File: config.mk
export PLATFORM = sky130hd
export DESIGN_NAME = alu8_unit
export DESIGN_NICKNAME = d
export VERILOG_FILES = /design/src/rtl/alu8_pkg.sv /design/src/rtl/alu8_nibble_adder.sv /design/src/rtl/alu8_flag_port.sv /design/src/rtl/alu8_unit.sv
export SDC_FILE = /design/constraint.sdc
export NUM_CORES = 1
export LEC_CHECK = 0
export ABC_AREA = 1
export CAP_MARGIN = 15
export CORE_MARGIN = 2
export CORE_UTILIZATION = 30
export CTS_BUF_LIST = sky130_fd_sc_hd__clkbuf_4 sky130_fd_sc_hd__clkbuf_8
export CTS_CLUSTER_DIAMETER = 80
export CTS_CLUSTER_SIZE = 8
export DETAILED_ROUTE_END_ITERATION = 16
export PLACE_DENSITY = 0.49
export SLEW_MARGIN = 15
export SYNTH_ARGS = -nofsm -noshare
export SYNTH_HDL_FRONTEND = slang
export SYNTH_SLANG_ARGS = --single-unit
File: constraint.sdc
create_clock -name clk -period 2.1 [get_ports clk]
set_clock_uncertainty 0.2 [all_clocks]
set_input_delay 0.42 -clock clk [delete_from_list [all_inputs] [get_ports clk]]
set_output_delay 0.42 -clock clk [all_outputs]
set_load 0.005 [all_outputs]
File: src/rtl/alu8_pkg.sv
package alu8_pkg;
    localparam int unsigned DATA_W = 8;
    localparam int unsigned PAIR_W = 2 * DATA_W;

    typedef enum logic [4:0] {
        OP_ADD    = 5'd0,
        OP_ADC    = 5'd1,
        OP_SUB    = 5'd2,
        OP_SBB    = 5'd3,
        OP_CMP    = 5'd4,
        OP_AND    = 5'd5,
        OP_XOR    = 5'd6,
        OP_OR     = 5'd7,
        OP_INC    = 5'd8,
        OP_DEC    = 5'd9,
        OP_RLC    = 5'd10,
        OP_RRC    = 5'd11,
        OP_RAL    = 5'd12,
        OP_RAR    = 5'd13,
        OP_CMA    = 5'd14,
        OP_STC    = 5'd15,
        OP_CMC    = 5'd16,
        OP_DAA    = 5'd17,
        OP_DAD    = 5'd18,
        OP_PACK   = 5'd19,
        OP_UNPACK = 5'd20
    } alu_op_e;

    typedef struct packed {
        logic sgn;
        logic zer;
        logic aux;
        logic par;
        logic cry;
    } flags_t;

    localparam int unsigned FLAG_W = $bits(flags_t);

    typedef enum logic {
        ST_IDLE = 1'b0,
        ST_HOLD = 1'b1
    } stage_e;

    function automatic flags_t result_flags(input logic [DATA_W-1:0] r,
                                            input logic aux, input logic cry);
        flags_t f;
        f.sgn = r[DATA_W-1];
        f.zer = (r == '0);
        f.aux = aux;
        f.par = ~^r;
        f.cry = cry;
        return f;
    endfunction
endpackage

File: src/rtl/alu8_nibble_adder.sv
module alu8_nibble_adder #(
    parameter int unsigned DATA_W = 8
) (
    input  logic [DATA_W-1:0] a,
    input  logic [DATA_W-1:0] b,
    input  logic              cin,
    input  logic              invert_b,
    output logic [DATA_W-1:0] sum,
    output logic              half_cy,
    output logic              full_cy
);
    localparam int unsigned NIB_W  = DATA_W / 2;
    localparam int unsigned NIB_CT = DATA_W / NIB_W;

    logic [DATA_W-1:0] b_eff;
    logic [NIB_CT:0]   chain;

    assign b_eff    = invert_b ? ~b : b;
    assign chain[0] = cin;

    for (genvar g = 0; g < NIB_CT; g++) begin : g_nib
        assign {chain[g+1], sum[g*NIB_W +: NIB_W]} =
            {1'b0, a[g*NIB_W +: NIB_W]} + {1'b0, b_eff[g*NIB_W +: NIB_W]}
            + {{NIB_W{1'b0}}, chain[g]};
    end

    assign half_cy = chain[1];
    assign full_cy = chain[NIB_CT];
endmodule

File: src/rtl/alu8_flag_port.sv
module alu8_flag_port
    import alu8_pkg::*;
(
    input  flags_t            cur,
    input  logic [DATA_W-1:0] byte_in,
    input  logic [2:0]        cond_sel,
    output logic [DATA_W-1:0] packed_byte,
    output flags_t            unpacked,
    output logic              cond_hit
);
    logic picked;

    always_comb begin
        packed_byte    = '0;
        packed_byte[7] = cur.sgn;
        packed_byte[6] = cur.zer;
        packed_byte[4] = cur.aux;
        packed_byte[2] = cur.par;
        packed_byte[1] = 1'b1;
        packed_byte[0] = cur.cry;
    end

    always_comb begin
        unpacked.sgn = byte_in[7];
        unpacked.zer = byte_in[6];
        unpacked.aux = byte_in[4];
        unpacked.par = byte_in[2];
        unpacked.cry = byte_in[0];
    end

    always_comb begin
        unique case (cond_sel[2:1])
            2'd0:    picked = cur.zer;
            2'd1:    picked = cur.cry;
            2'd2:    picked = cur.par;
            default: picked = cur.sgn;
        endcase
        cond_hit = cond_sel[0] ? picked : ~picked;
    end
endmodule

File: src/rtl/alu8_unit.sv
module alu8_unit
    import alu8_pkg::*;
(
    input  logic              clk,
    input  logic              rst_n,
    input  logic              in_valid,
    input  logic [4:0]        op,
    input  logic [DATA_W-1:0] acc_in,
    input  logic [DATA_W-1:0] operand,
    input  logic [PAIR_W-1:0] hl_in,
    input  logic [PAIR_W-1:0] pair_in,
    input  logic [FLAG_W-1:0] flags_in,
    input  logic [2:0]        cond_sel,
    output logic              out_valid,
    output logic [DATA_W-1:0] result,
    output logic [PAIR_W-1:0] result16,
    output logic [FLAG_W-1:0] flags_out,
    output logic              cond_true
);
    flags_t  f_in;
    alu_op_e op_e;
    stage_e  state_q, state_d;

    assign f_in = flags_t'(flags_in);
    assign op_e = alu_op_e'(op);

    // main nibble adder
    logic [DATA_W-1:0] add_b, add_sum;
    logic              add_cin, add_inv, add_hc, add_cy;

    always_comb begin
        add_b   = operand;
        add_cin = 1'b0;
        add_inv = 1'b0;
        unique case (op_e)
            OP_ADC: add_cin = f_in.cry;
            OP_SUB, OP_CMP: begin
                add_inv = 1'b1;
                add_cin = 1'b1;
            end
            OP_SBB: begin
                add_inv = 1'b1;
                add_cin = ~f_in.cry;
            end
            OP_INC: add_b = DATA_W'(1);
            OP_DEC: begin
                add_b   = DATA_W'(1);
                add_inv = 1'b1;
                add_cin = 1'b1;
            end
            default: ;
        endcase
    end

    alu8_nibble_adder #(.DATA_W(DATA_W)) u_main_add (
        .a(acc_in), .b(add_b), .cin(add_cin), .invert_b(add_inv),
        .sum(add_sum), .half_cy(add_hc), .full_cy(add_cy)
    );

    // decimal adjust: two chained corrections
    logic [DATA_W-1:0] lo_sum, mid, hi_sum, daa_res;
    logic              lo_fix, lo_hc, lo_cy, mid_cy, hi_fix, hi_hc, hi_cy;
    logic              daa_aux, daa_cy;

    assign lo_fix = f_in.aux | (acc_in[3:0] > 4'd9);

    alu8_nibble_adder #(.DATA_W(DATA_W)) u_daa_lo (
        .a(acc_in), .b(8'h06), .cin(1'b0), .invert_b(1'b0),
        .sum(lo_sum), .half_cy(lo_hc), .full_cy(lo_cy)
    );

    assign mid    = lo_fix ? lo_sum : acc_in;
    assign mid_cy = f_in.cry | (lo_fix & lo_cy);
    assign hi_fix = mid_cy | (mid[7:4] > 4'd9);

    alu8_nibble_adder #(.DATA_W(DATA_W)) u_daa_hi (
        .a(mid), .b(8'h60), .cin(1'b0), .invert_b(1'b0),
        .sum(hi_sum), .half_cy(hi_hc), .full_cy(hi_cy)
    );

    assign daa_res = hi_fix ? hi_sum : mid;
    assign daa_aux = hi_fix ? hi_hc : (lo_fix ? lo_hc : f_in.aux);
    assign daa_cy  = mid_cy | (hi_fix & hi_cy);

    // wide pair add
    logic [PAIR_W:0] dad_sum;
    assign dad_sum = {1'b0, hl_in} + {1'b0, pair_in};

    // flag byte conversion and branch conditions
    logic [DATA_W-1:0] pack_byte;
    flags_t            unpack_f;
    logic              cond_hit;

    alu8_flag_port u_flag_port (
        .cur(f_in), .byte_in(operand), .cond_sel(cond_sel),
        .packed_byte(pack_byte), .unpacked(unpack_f), .cond_hit(cond_hit)
    );

    // result selection
    logic [DATA_W-1:0] nx_res;
    logic [PAIR_W-1:0] nx_r16;
    flags_t            nx_flags;

    always_comb begin
        nx_res   = acc_in;
        nx_r16   = hl_in;
        nx_flags = f_in;
        unique case (op_e)
            OP_ADD, OP_ADC: begin
                nx_res   = add_sum;
                nx_flags = result_flags(add_sum, add_hc, add_cy);
            end
            OP_SUB, OP_SBB: begin
                nx_res   = add_sum;
                nx_flags = result_flags(add_sum, add_hc, ~add_cy);
            end
            OP_CMP: nx_flags = result_flags(add_sum, add_hc, ~add_cy);
            OP_AND: begin
                nx_res   = acc_in & operand;
                nx_flags = result_flags(acc_in & operand, 1'b0, 1'b0);
            end
            OP_XOR: begin
                nx_res   = acc_in ^ operand;
                nx_flags = result_flags(acc_in ^ operand, 1'b0, 1'b0);
            end
            OP_OR: begin
                nx_res   = acc_in | operand;
                nx_flags = result_flags(acc_in | operand, 1'b0, 1'b0);
            end
            OP_INC, OP_DEC: begin
                nx_res   = add_sum;
                nx_flags = result_flags(add_sum, add_hc, f_in.cry);
            end
            OP_RLC: begin
                nx_res       = {acc_in[DATA_W-2:0], acc_in[DATA_W-1]};
                nx_flags.cry = acc_in[DATA_W-1];
            end
            OP_RRC: begin
                nx_res       = {acc_in[0], acc_in[DATA_W-1:1]};
                nx_flags.cry = acc_in[0];
            end
            OP_RAL: begin
                nx_res       = {acc_in[DATA_W-2:0], f_in.cry};
                nx_flags.cry = acc_in[DATA_W-1];
            end
            OP_RAR: begin
                nx_res       = {f_in.cry, acc_in[DATA_W-1:1]};
                nx_flags.cry = acc_in[0];
            end
            OP_CMA: nx_res = ~acc_in;
            OP_STC: nx_flags.cry = 1'b1;
            OP_CMC: nx_flags.cry = ~f_in.cry;
            OP_DAA: begin
                nx_res   = daa_res;
                nx_flags = result_flags(daa_res, daa_aux, daa_cy);
            end
            OP_DAD: begin
                nx_r16       = dad_sum[PAIR_W-1:0];
                nx_flags.cry = dad_sum[PAIR_W];
            end
            OP_PACK:   nx_res = pack_byte;
            OP_UNPACK: nx_flags = unpack_f;
            default: ;
        endcase
    end

    // controller: state register
    always_comb begin
        unique case (state_q)
            ST_IDLE: state_d = in_valid ? ST_HOLD : ST_IDLE;
            ST_HOLD: state_d = in_valid ? ST_HOLD : ST_IDLE;
            default: state_d = ST_IDLE;
        endcase
    end

    always_ff @(posedge clk or negedge rst_n) begin
        if (!rst_n) state_q <= ST_IDLE;
        else        state_q <= state_d;
    end

    // controller: outputs
    always_ff @(posedge clk or negedge rst_n) begin
        if (!rst_n) begin
            result    <= '0;
            result16  <= '0;
            flags_out <= '0;
            cond_true <= 1'b0;
        end else if (in_valid) begin
            result    <= nx_res;
            result16  <= nx_r16;
            flags_out <= nx_flags;
            cond_true <= cond_hit;
        end
    end

    assign out_valid = (state_q == ST_HOLD);

    // assertions
    assert_valid_follows_R1: assert property (@(posedge clk) disable iff (!rst_n)
        in_valid |=> out_valid);
    assert_valid_drops_R1: assert property (@(posedge clk) disable iff (!rst_n)
        !in_valid |=> !out_valid);
    assert_zero_matches_R4: assert property (@(posedge clk) disable iff (!rst_n)
        in_valid && (op <= 5'd9) && (op != 5'd4) |=> flags_out[3] == (result == '0));
    assert_logic_clears_R5: assert property (@(posedge clk) disable iff (!rst_n)
        in_valid && (op >= 5'd5) && (op <= 5'd7) |=> !flags_out[2] && !flags_out[0]);
    assert_incdec_keep_cy_R6: assert property (@(posedge clk) disable iff (!rst_n)
        in_valid && (op == 5'd8 || op == 5'd9) |=> flags_out[0] == $past(flags_in[0]));
    assert_daa_cy_sticky_R9: assert property (@(posedge clk) disable iff (!rst_n)
        in_valid && (op == 5'd17) && flags_in[0] |=> flags_out[0]);
    assert_dad_only_cy_R10: assert property (@(posedge clk) disable iff (!rst_n)
        in_valid && (op == 5'd18) |=> flags_out[4:1] == $past(flags_in[4:1]));
    assert_pack_fixed_R11: assert property (@(posedge clk) disable iff (!rst_n)
        in_valid && (op == 5'd19) |=> result[1] && !result[3] && !result[5]);
endmodule

==> results.cfg, run 1 <==
[timing]
fmaxAchievable_mhz = 255
fin_ws_ps = -1830
drv_slew = 0
rsz0062_at_grt = yes
tightest_slew_ps = 428
maxSlewHeadroom = 0.715
layout_min_cycle_time_ps = 3930
period_share = 1.87
setup_viol = 13
hold_violations = 0

[worst_hold_path]
hp-class = reg -> reg

[place]
dp_hpwl_mm = 16.1
place.gp.congestion = 0.944
io_buffers = 94
dp_slack_ps = -2710
placed_cell_area_sq_um = 7260
place_inst = 1215

[synth]
syn_nets = 887
syn_area_sq_um = 4800
synth_flop_cell = dfrtp_1
ys_async_sr_fraction = 1.00
syn_inst = 757
synthAdderAreaFrac = 0.180
ys_ff_latch = 31
synth_edf_count = 0
synth_top_family_by_area = simple AND/OR/NAND/NOR gates
yosysWarnings = 0
synth.distinct_cells = 42
syn-mean-instance-area_sq_um = 6.34
synth_compound_area_frac = 0.136
synthXorXnorAreaFrac = 0.0566
synth_mux_area_frac = 0
synth-seq-area-share = 0.162
synthSimpleGateAreaFrac = 0.374

[job]
maxCapViolCount = 0

[final_layout]
antenna_cells = 0
final_nets = 1150
final_cells = 1237
fin_area_sq_um = 7980
area_growth_pct = 66.3
layout-drive-gt1-share = 0.315

[setup_path]
cp_max_fo = 3
crit_top_cell = fa_2
worstSetupStartpointType = input pin
crit_chain = buf_8 > buf_6 > nor2_4 > nand3_4 > nand3_4 > a21oi_4 > xor2_2 > fa_2 > inv_2 > fa_2 > nand2_2 > a21oi_2 > or2_4 > fa_2 > fa_2 > inv_2 > ha_4 > xnor2_2 > nand3b_1 > nand3_1 > nand2_1 > nand2_1 > nand2_1
cp-end-kind = flip-flop
arrival_ps = 3930
max_stage_delay_ps = 550
crit_required_ps = 2100
cpMaxStageDelayCell = fa_2
critPathKind = in -> reg

[drt]
via_per_inst = 4.78
drtIter0Drc = 344
routedWlPerCell_microns = 15.6
drt-total-wl_mm = 19.3
route.detailed.drc = 0
vias = 5918
first_pass_iters = 5
ant_nets = 0

[floorplan]
die_x_microns = 130
ios = 95
dieHeight_microns = 130
initial_utilization = 0.304
die_area_sq_um = 17000
core_region_area_sq_um = 15800
row_count = 46

[clock_network]
tritoncts = yes
clk_path_buf_depth = 2
cts-htree-levels = 2
clk_pin_slew_worst_paths_ps = 80
clock_sinks = 31
cts_root_buf = clkbuf_8
cts_made_buffers = 5
clk_latency_ps = 300

[pwr]
swShare = 0.385
p_int_uw = 2190
p_per_area_nw_per_um2 = 447
p_clk_frac = 0.184
switchingPower_uw = 1370
p_seq_frac = 0.201
peakVddDrop_mv = 0.217
power_uw = 3560
leakage_uw = 0.00415
power.share.combinational = 0.615

[global_routing]
track_usage = 0.228
grt_max_degree = 33
antenna_found_initial = 0
grt_pass1_wl_mm = 30.1
grt.overflow.total = 0
first_global_vias = 6045

[status]
status = complete, but fails checks
violations = negative setup slack
## cells by family after synthesis
group	Yosys count
AO/OA/AOI/OAI	114
XOR/XNOR	31
adder cells (fa/ha/maj)	66
buffers and inverters	113
flip-flops	31
AND/OR/NAND/NOR	402
## routing by layer
metal	up-vias	GRT usage	wire, microns
met4	0	0.0651	564
met2	147	0.419	9690
met5	-	0	0
met3	42	0.0309	727
met1	2743	0.277	8360
li1	2986	-	-
## power groups by stage
stage	Combinational [uW]	Clock [uW]	Sequential [uW]
final	2190	655	717
after global routing	2420	693	725
after CTS	2060	674	718
after detailed placement	1900	0	728
after global placement	1880	0	726
after floorplan	979	0	730
## layout by cell type, fill, tap and decap left out, types with 12 or more instances in the layout
cell | netlist | routed
nand2_1 | 224 | 206
buf_4 | 3 | 162
inv_1 | 92 | 86
clkdlybuf4s50_1 | 0 | 63
nor2_1 | 65 | 58
ha_1 | 61 | 46
nand3_1 | 60 | 44
a21oi_1 | 48 | 35
dfrtp_1 | 31 | 31
o21ai_0 | 36 | 29
nand2_2 | 9 | 23
nand3_2 | 2 | 15
xor2_1 | 18 | 15
dlygate4sd2_1 | 0 | 15
ha_4 | 0 | 14
inv_2 | 8 | 13
xnor2_1 | 13 | 12
## cell usage after synthesis (4+ instances only)
cell type	number	area [sq um]
xor2_1	18	158
nand2_2	9	56.3
ha_1	61	763
nor2_1	65	244
o21ai_0	36	180
o21a_1	5	37.5
clkbuf_1	7	26.3
a21oi_1	48	240
nand2_1	224	841
o211ai_1	9	67.6
nand3b_1	7	52.6
or2_2	7	43.8
xnor2_1	13	114
dfrtp_1	31	776
nor3_1	5	25.0
inv_1	92	345
nand4_1	8	50.1
nand3_1	60	300
inv_2	8	30.0
nor2_2	4	25.0
fa_1	5	100
## area by class of cell
| class | instances | area (sq um) |
|---|---|---|
| fillers | 1622 | 7790 |
| clock inverters | 2 | 35.0 |
| clock buffers | 6 | 82.6 |
| multi-input cells | 613 | 4110 |
| flip-flops and latches | 31 | 776 |
| well taps | 216 | 270 |
| repair buffers | 268 | 2320 |
| inverters | 101 | 384 |
## critical path: cells and delay by family
kind / cells / cell delay, ps
fa+ha+maj: 5 / 1690
simple gates: 10 / 1100
buf+inv: 4 / 310
xor+xnor: 2 / 300
compound gates: 2 / 90
## stage by stage
stage / utilization / hold WS [ps] / setup TNS (ps)
detailed placement: 0.460 / 265 / -33930
CTS: 0.487 / 284 / -15130
finish: 0.506 / 278 / -16430
global placement: 0.460 / 263 / -32290
floorplan: - / -75.6 / -17890
global route: 0.506 / 303 / -18270
## state kept, by name (all words and copies together) (netlist names)
signal,flops
out_valid,1
cond_true,1
result,8
result16,16
flags_out,5
## worst paths after layout
path                              start      endpoint  slack, ps  cells after the start
max in group asynchronous         rst_n  flags_out[3]       1070                      2
setup reg to reg            result16[4]   result16[4]       1260                      2
hold reg to reg            result16[11]  result16[11]        280                      2
min in group asynchronous         rst_n  result16[10]        310                      2
setup / recovery                  op[2]  flags_out[1]      -1830                     23
hold / removal             result16[11]  result16[11]        280                      2
## what timing repair did
action	4_1_cts	5_1_grt
buffers inserted	7	7
gates resized for setup	103	58
hold buffers	0	0
endpoints found under the setup margin	29	21
pin swaps	40	37
Power figures use the tool's default switching activity.
==> inputs of run 2 (changes only) <==
--- a/config.mk
+++ b/config.mk
@@ -13,8 +13,9 @@
 export CTS_CLUSTER_DIAMETER = 80
 export CTS_CLUSTER_SIZE = 8
 export DETAILED_ROUTE_END_ITERATION = 16
-export PLACE_DENSITY = 0.49
+export PLACE_DENSITY = 0.63
 export SLEW_MARGIN = 15
 export SYNTH_ARGS = -nofsm -noshare
 export SYNTH_HDL_FRONTEND = slang
 export SYNTH_SLANG_ARGS = --single-unit
+export TNS_END_PERCENT = 1
==> run 2 against run 1 <==
Against the previous run: the run still ends with negative setup slack left; register-to-register slack got worse by 20 ps; power down 10%; wire length down 13%; cell count shrank 1.4%; final area shrank 5.7%; worst hold slack about the same; combinational power fell by 11%; flip-flop and latch count is the same; sequential power about the same; non-clock buffer count decreased by 17; critical endpoint unchanged; critical path depth unchanged; clock-buffer cell count up 1.
==> results.cfg, run 2 (synthesis results as in run 1) <==
[status]
status = complete, but fails checks
violations = negative setup slack

[timing]
drv_slew = 0
hold_slack_ps = 278
tightest_slew_ps = 442
setup_viol = 20
rsz0062_at_grt = yes
layout_min_cycle_time_ps = 3950
hold_violations = 0
fmaxAchievable_mhz = 253
fin_ws_ps = -1850
period_share = 1.88
maxSlewHeadroom = 0.703

[global_routing]
antenna_found_initial = 0
grt.overflow.total = 0
first_global_vias = 5477
grt_pass1_wl_mm = 26.9
grt_max_degree = 32
track_usage = 0.199

[drt]
drtIter0Drc = 230
drt-total-wl_mm = 16.9
route.detailed.drc = 0
routedWlPerCell_microns = 13.8
vias = 5659
via_per_inst = 4.64
first_pass_iters = 5
ant_nets = 0

[clock_network]
tritoncts = yes
cts-htree-levels = 2
cts_made_buffers = 5
clk_pin_slew_worst_paths_ps = 70
clock_sinks = 31
clk_path_buf_depth = 2
clk_latency_ps = 280
cts_root_buf = clkbuf_8

[floorplan]
dieHeight_microns = 130
initial_utilization = 0.304
die_area_sq_um = 17000
core_region_area_sq_um = 15800
row_count = 46
die_x_microns = 130
ios = 95

[final_layout]
regMostFlops = result16
final_cell_mix = nand2_1, buf_4, inv_1
area_growth_pct = 56.8
antenna_cells = 0
layout-drive-gt1-share = 0.262
top_regs = result16: 16 flops, result: 8 flops, flags_out: 5 flops
final_common_cell = nand2_1
largest_reg_flops = 16
fin_util = 0.477
final_nets = 1133
fillers = 1643

[pwr]
leakage_uw = 0.00390
peakVddDrop_mv = 0.310
p_per_area_nw_per_um2 = 426

[setup_path]
worstSetupStartpointType = input pin
crit_required_ps = 2080
cp_max_fo = 3
arrival_ps = 3930
cp-end-kind = flip-flop
critPathKind = in -> reg

[worst_hold_path]
hp-class = reg -> reg

[place]
io_buffers = 94
dp_hpwl_mm = 14.0
place.gp.congestion = 0.940

[job]
maxCapViolCount = 0
[run 2: what timing repair did]
action / 4_1_cts / 5_1_grt
setup endpoints to repair: 29 / 25
hold buffers: 0 / 0
setup buffers: 6 / 0
resized for setup: 73 / 15
pin swaps: 23 / 1
[run 2: final cells by class]
cell class | instances | area [sq um] | share of cell area
multi-input combinational | 613 | 3830 | 0.509
timing repair buffer | 251 | 2160 | 0.287
sequential | 31 | 776 | 0.103
inverter | 101 | 384 | 0.0511
tap | 216 | 270 | 0.0359
clock buffer | 7 | 96.3 | 0.0128
clock inverter | 1 | 7.51 | 0.000998
[run 2: through the flow]
stage	cell area (sq um)	total power (uW)	worst slack [ps]	std cells	setup TNS, ps
final	7520	3200	-1850	1220	-16650
after global routing	7520	3480	-2050	1220	-20190
after CTS	7470	3200	-1830	1220	-16480
after detailed placement	7160	2550	-2730	1206	-33260
after global placement	7160	2520	-2630	1206	-31940
after floorplan	4850	1700	-2270	757	-18360
[run 2: path summary, 6_finish.rpt]
check                                     to        start  cells after the start  slack [ps]
worst max-delay path            flags_out[1]        op[3]                     23       -1850
worst min-delay path               result[0]    result[0]                      2         280
worst max register to register   result16[4]  result16[4]                      2        1240
worst min register to register     result[0]    result[0]                      2         280
max in group asynchronous        result16[7]        rst_n                      2        1040
min in group asynchronous          cond_true        rst_n                      2         350
[run 2: routing by layer]
metal  wire length [microns]  vias up  GRT usage  part of all wire
met5                       0        -          0                 0
met4                     272        0     0.0413             0.016
met3                     835       21     0.0204             0.049
met2                    7910      168      0.349              0.47
met1                    7850     2523      0.267              0.47
li1                        -     2947          -                 -
[run 2: power by group]
part	internal (uW)	switching, uW	leakage [uW]	total (uW)
Clock	298	238	0.0000505	536
Combinational	998	954	0.00348	1950
Sequential	673	42.2	0.000374	716
[run 2: critical path: stages]
cell and delay (ps):
buf_8 100, buf_6 110, nor2_4 150, nand3_2 120
nand3_4 110, a21oi_4 40, xor2_2 160, fa_2 220
inv_2 50, fa_2 390, nand2_2 90, a21oi_2 50
or2_4 260, fa_2 360, fa_1 520, inv_2 50
ha_4 210, xnor2_2 130, nand3b_1 160, nand3_1 80
nand2_1 50, nand2_1 50, nand2_1 40
==> inputs of run 3 (changes only) <==
--- a/config.mk
+++ b/config.mk
@@ -9,7 +9,6 @@
 export CAP_MARGIN = 15
 export CORE_MARGIN = 2
 export CORE_UTILIZATION = 30
-export CTS_BUF_LIST = sky130_fd_sc_hd__clkbuf_4 sky130_fd_sc_hd__clkbuf_8
 export CTS_CLUSTER_DIAMETER = 80
 export CTS_CLUSTER_SIZE = 8
 export DETAILED_ROUTE_END_ITERATION = 16
==> run 3 against run 2 <==
Against the previous run: the run still ends with negative setup slack left; largest cell class unchanged; non-clock buffer count unchanged; global-route usage is 0.060 points lower; first-iteration DRC count grew 5.2%; die area did not move; clock-buffer cell count is the same; clock power up 41%; cell count did not move; sequential power about the same; critical path depth did not move; largest power group unchanged; utilization increased by 0.36 points.
==> results.cfg, run 3 (synthesis results as in run 1) <==
[drt]
route.detailed.drc = 0
first_pass_iters = 5
routedWlPerCell_microns = 13.8
drtIter0Drc = 242
ant_nets = 0
vias = 5686
via_per_inst = 4.66
drt-total-wl_mm = 16.8

[timing]
hold_violations = 0
maxSlewHeadroom = 0.709
tns_ps = -16880
setup_viol = 21
rsz0062_at_grt = yes
layout_min_cycle_time_ps = 3960
drv_slew = 0
fin_ws_ps = -1860
period_share = 1.89
fmaxAchievable_mhz = 252
tightest_slew_ps = 434

[setup_path]
worstSetupStartpointType = input pin
cpMaxStageDelayCell = fa_1
max_stage_delay_ps = 520
crit_required_ps = 2060
cp-end-kind = flip-flop
arrival_ps = 3930
cp_max_fo = 3
crit_chain = buf_8 > buf_6 > nor2_4 > nand3_2 > nand3_4 > a21oi_4 > xor2_2 > fa_2 > inv_2 > fa_2 > nand2_2 > a21oi_2 > or2_4 > fa_2 > fa_1 > inv_2 > ha_4 > xnor2_2 > nand3b_1 > nand3_1 > nand2_1 > nand2_1 > nand2_1
critPathKind = in -> reg

[final_layout]
top_regs = result16: 16 flops, result: 8 flops, flags_out: 5 flops
area_growth_pct = 58.0
fin_area_sq_um = 7580
final_common_cell = nand2_1
final_nets = 1133
regMostFlops = result16
antenna_cells = 0
layout-drive-gt1-share = 0.263
final_cell_mix = nand2_1, buf_4, inv_1
largest_reg_flops = 16

[global_routing]
antenna_found_initial = 0
grtUsageMet2 = 0.349
use_met3 = 0.0191
grt_util_met1 = 0.268
first_global_vias = 5471
track_usage = 0.199
grt-busiest-layer = met2
grt_pass1_wl_mm = 26.9
grt_max_degree = 32
grt.overflow.total = 0

[status]
status = complete, but fails checks
violations = negative setup slack

[clock_network]
cts_root_buf = clkbuf_16
cts_made_buffers = 5
tritoncts = yes
clk_latency_ps = 270
cts-htree-levels = 2
hold_buffers = 0
clock_sinks = 31
clk_path_buf_depth = 2
clk_pin_slew_worst_paths_ps = 60

[floorplan]
initial_utilization = 0.304
core_region_area_sq_um = 15800
dieHeight_microns = 130
die_x_microns = 130
ios = 95
die_area_sq_um = 17000
row_count = 46

[worst_hold_path]
hp-class = reg -> reg

[pwr]
leakage_uw = 0.00393
p_per_area_nw_per_um2 = 452
peakVddDrop_mv = 0.438

[place]
place.gp.congestion = 0.940
io_buffers = 94
placed_cell_area_sq_um = 7160
dp_hpwl_mm = 14.0

[job]
maxCapViolCount = 0
==> run 3: cell type report <==
cell class	instances	area (sq um)
Fill cell	1627	8190
Multi-Input combinational cell	613	3830
Timing Repair Buffer	251	2150
Sequential cell	31	776
Inverter	101	384
Tap cell	216	270
Clock buffer	7	153
Clock inverter	1	7.51
==> run 3: layer usage <==
| metal | wire (microns) | up-vias |
|---|---|---|
| li1 | - | 2947 |
| met1 | 7760 | 2553 |
| met2 | 7880 | 162 |
| met3 | 873 | 24 |
| met4 | 277 | 0 |
| met5 | 0 | - |
==> run 3: power by group <==
part	internal (uW)	total [uW]	switching, uW
registers	675	716	41.8
clock network	503	758	255
logic	997	1950	953
total	2170	3420	1250
==> run 3: final timing paths <==
| path | startpoint | end | slack, ps | depth (start not counted) |
|---|---|---|---|---|
| setup / recovery | op[3] | flags_out[1] | -1860 | 23 |
| hold / removal | result[0] | result[0] | 270 | 2 |
| setup reg to reg | result16[3] | result16[3] | 1260 | 2 |
| hold reg to reg | result[0] | result[0] | 270 | 2 |
| max in group asynchronous | rst_n | result16[7] | 1020 | 2 |
| min in group asynchronous | rst_n | cond_true | 370 | 2 |
==> run 3: worst max-delay path, delay by kind of cell <==
family	cells	cell delay, ps
AOI/OAI and AO/OA	2	90
xor gates and xnor gates	2	290
adders and majority gates	5	1700
buffers and inverters	4	310
and+or+nand+nor	10	1110
==> run 3: what timing repair did <==
item                       CTS  global route
setup endpoints to repair   29            26
resized for setup           76            15
pin swaps                   24             3
buffers inserted             6             0
==> run 3: metrics by stage <==
step	util	total power, uW	instances	setup WS, ps	hold WS, ps
global route	0.480	3700	1220	-2070	296
floorplan	-	1700	757	-2270	-75.6
detailed placement	0.454	2550	1206	-2730	265
CTS	0.477	3420	1220	-1850	280
global placement	0.454	2520	1206	-2630	263
finish	0.480	3420	1220	-1860	275
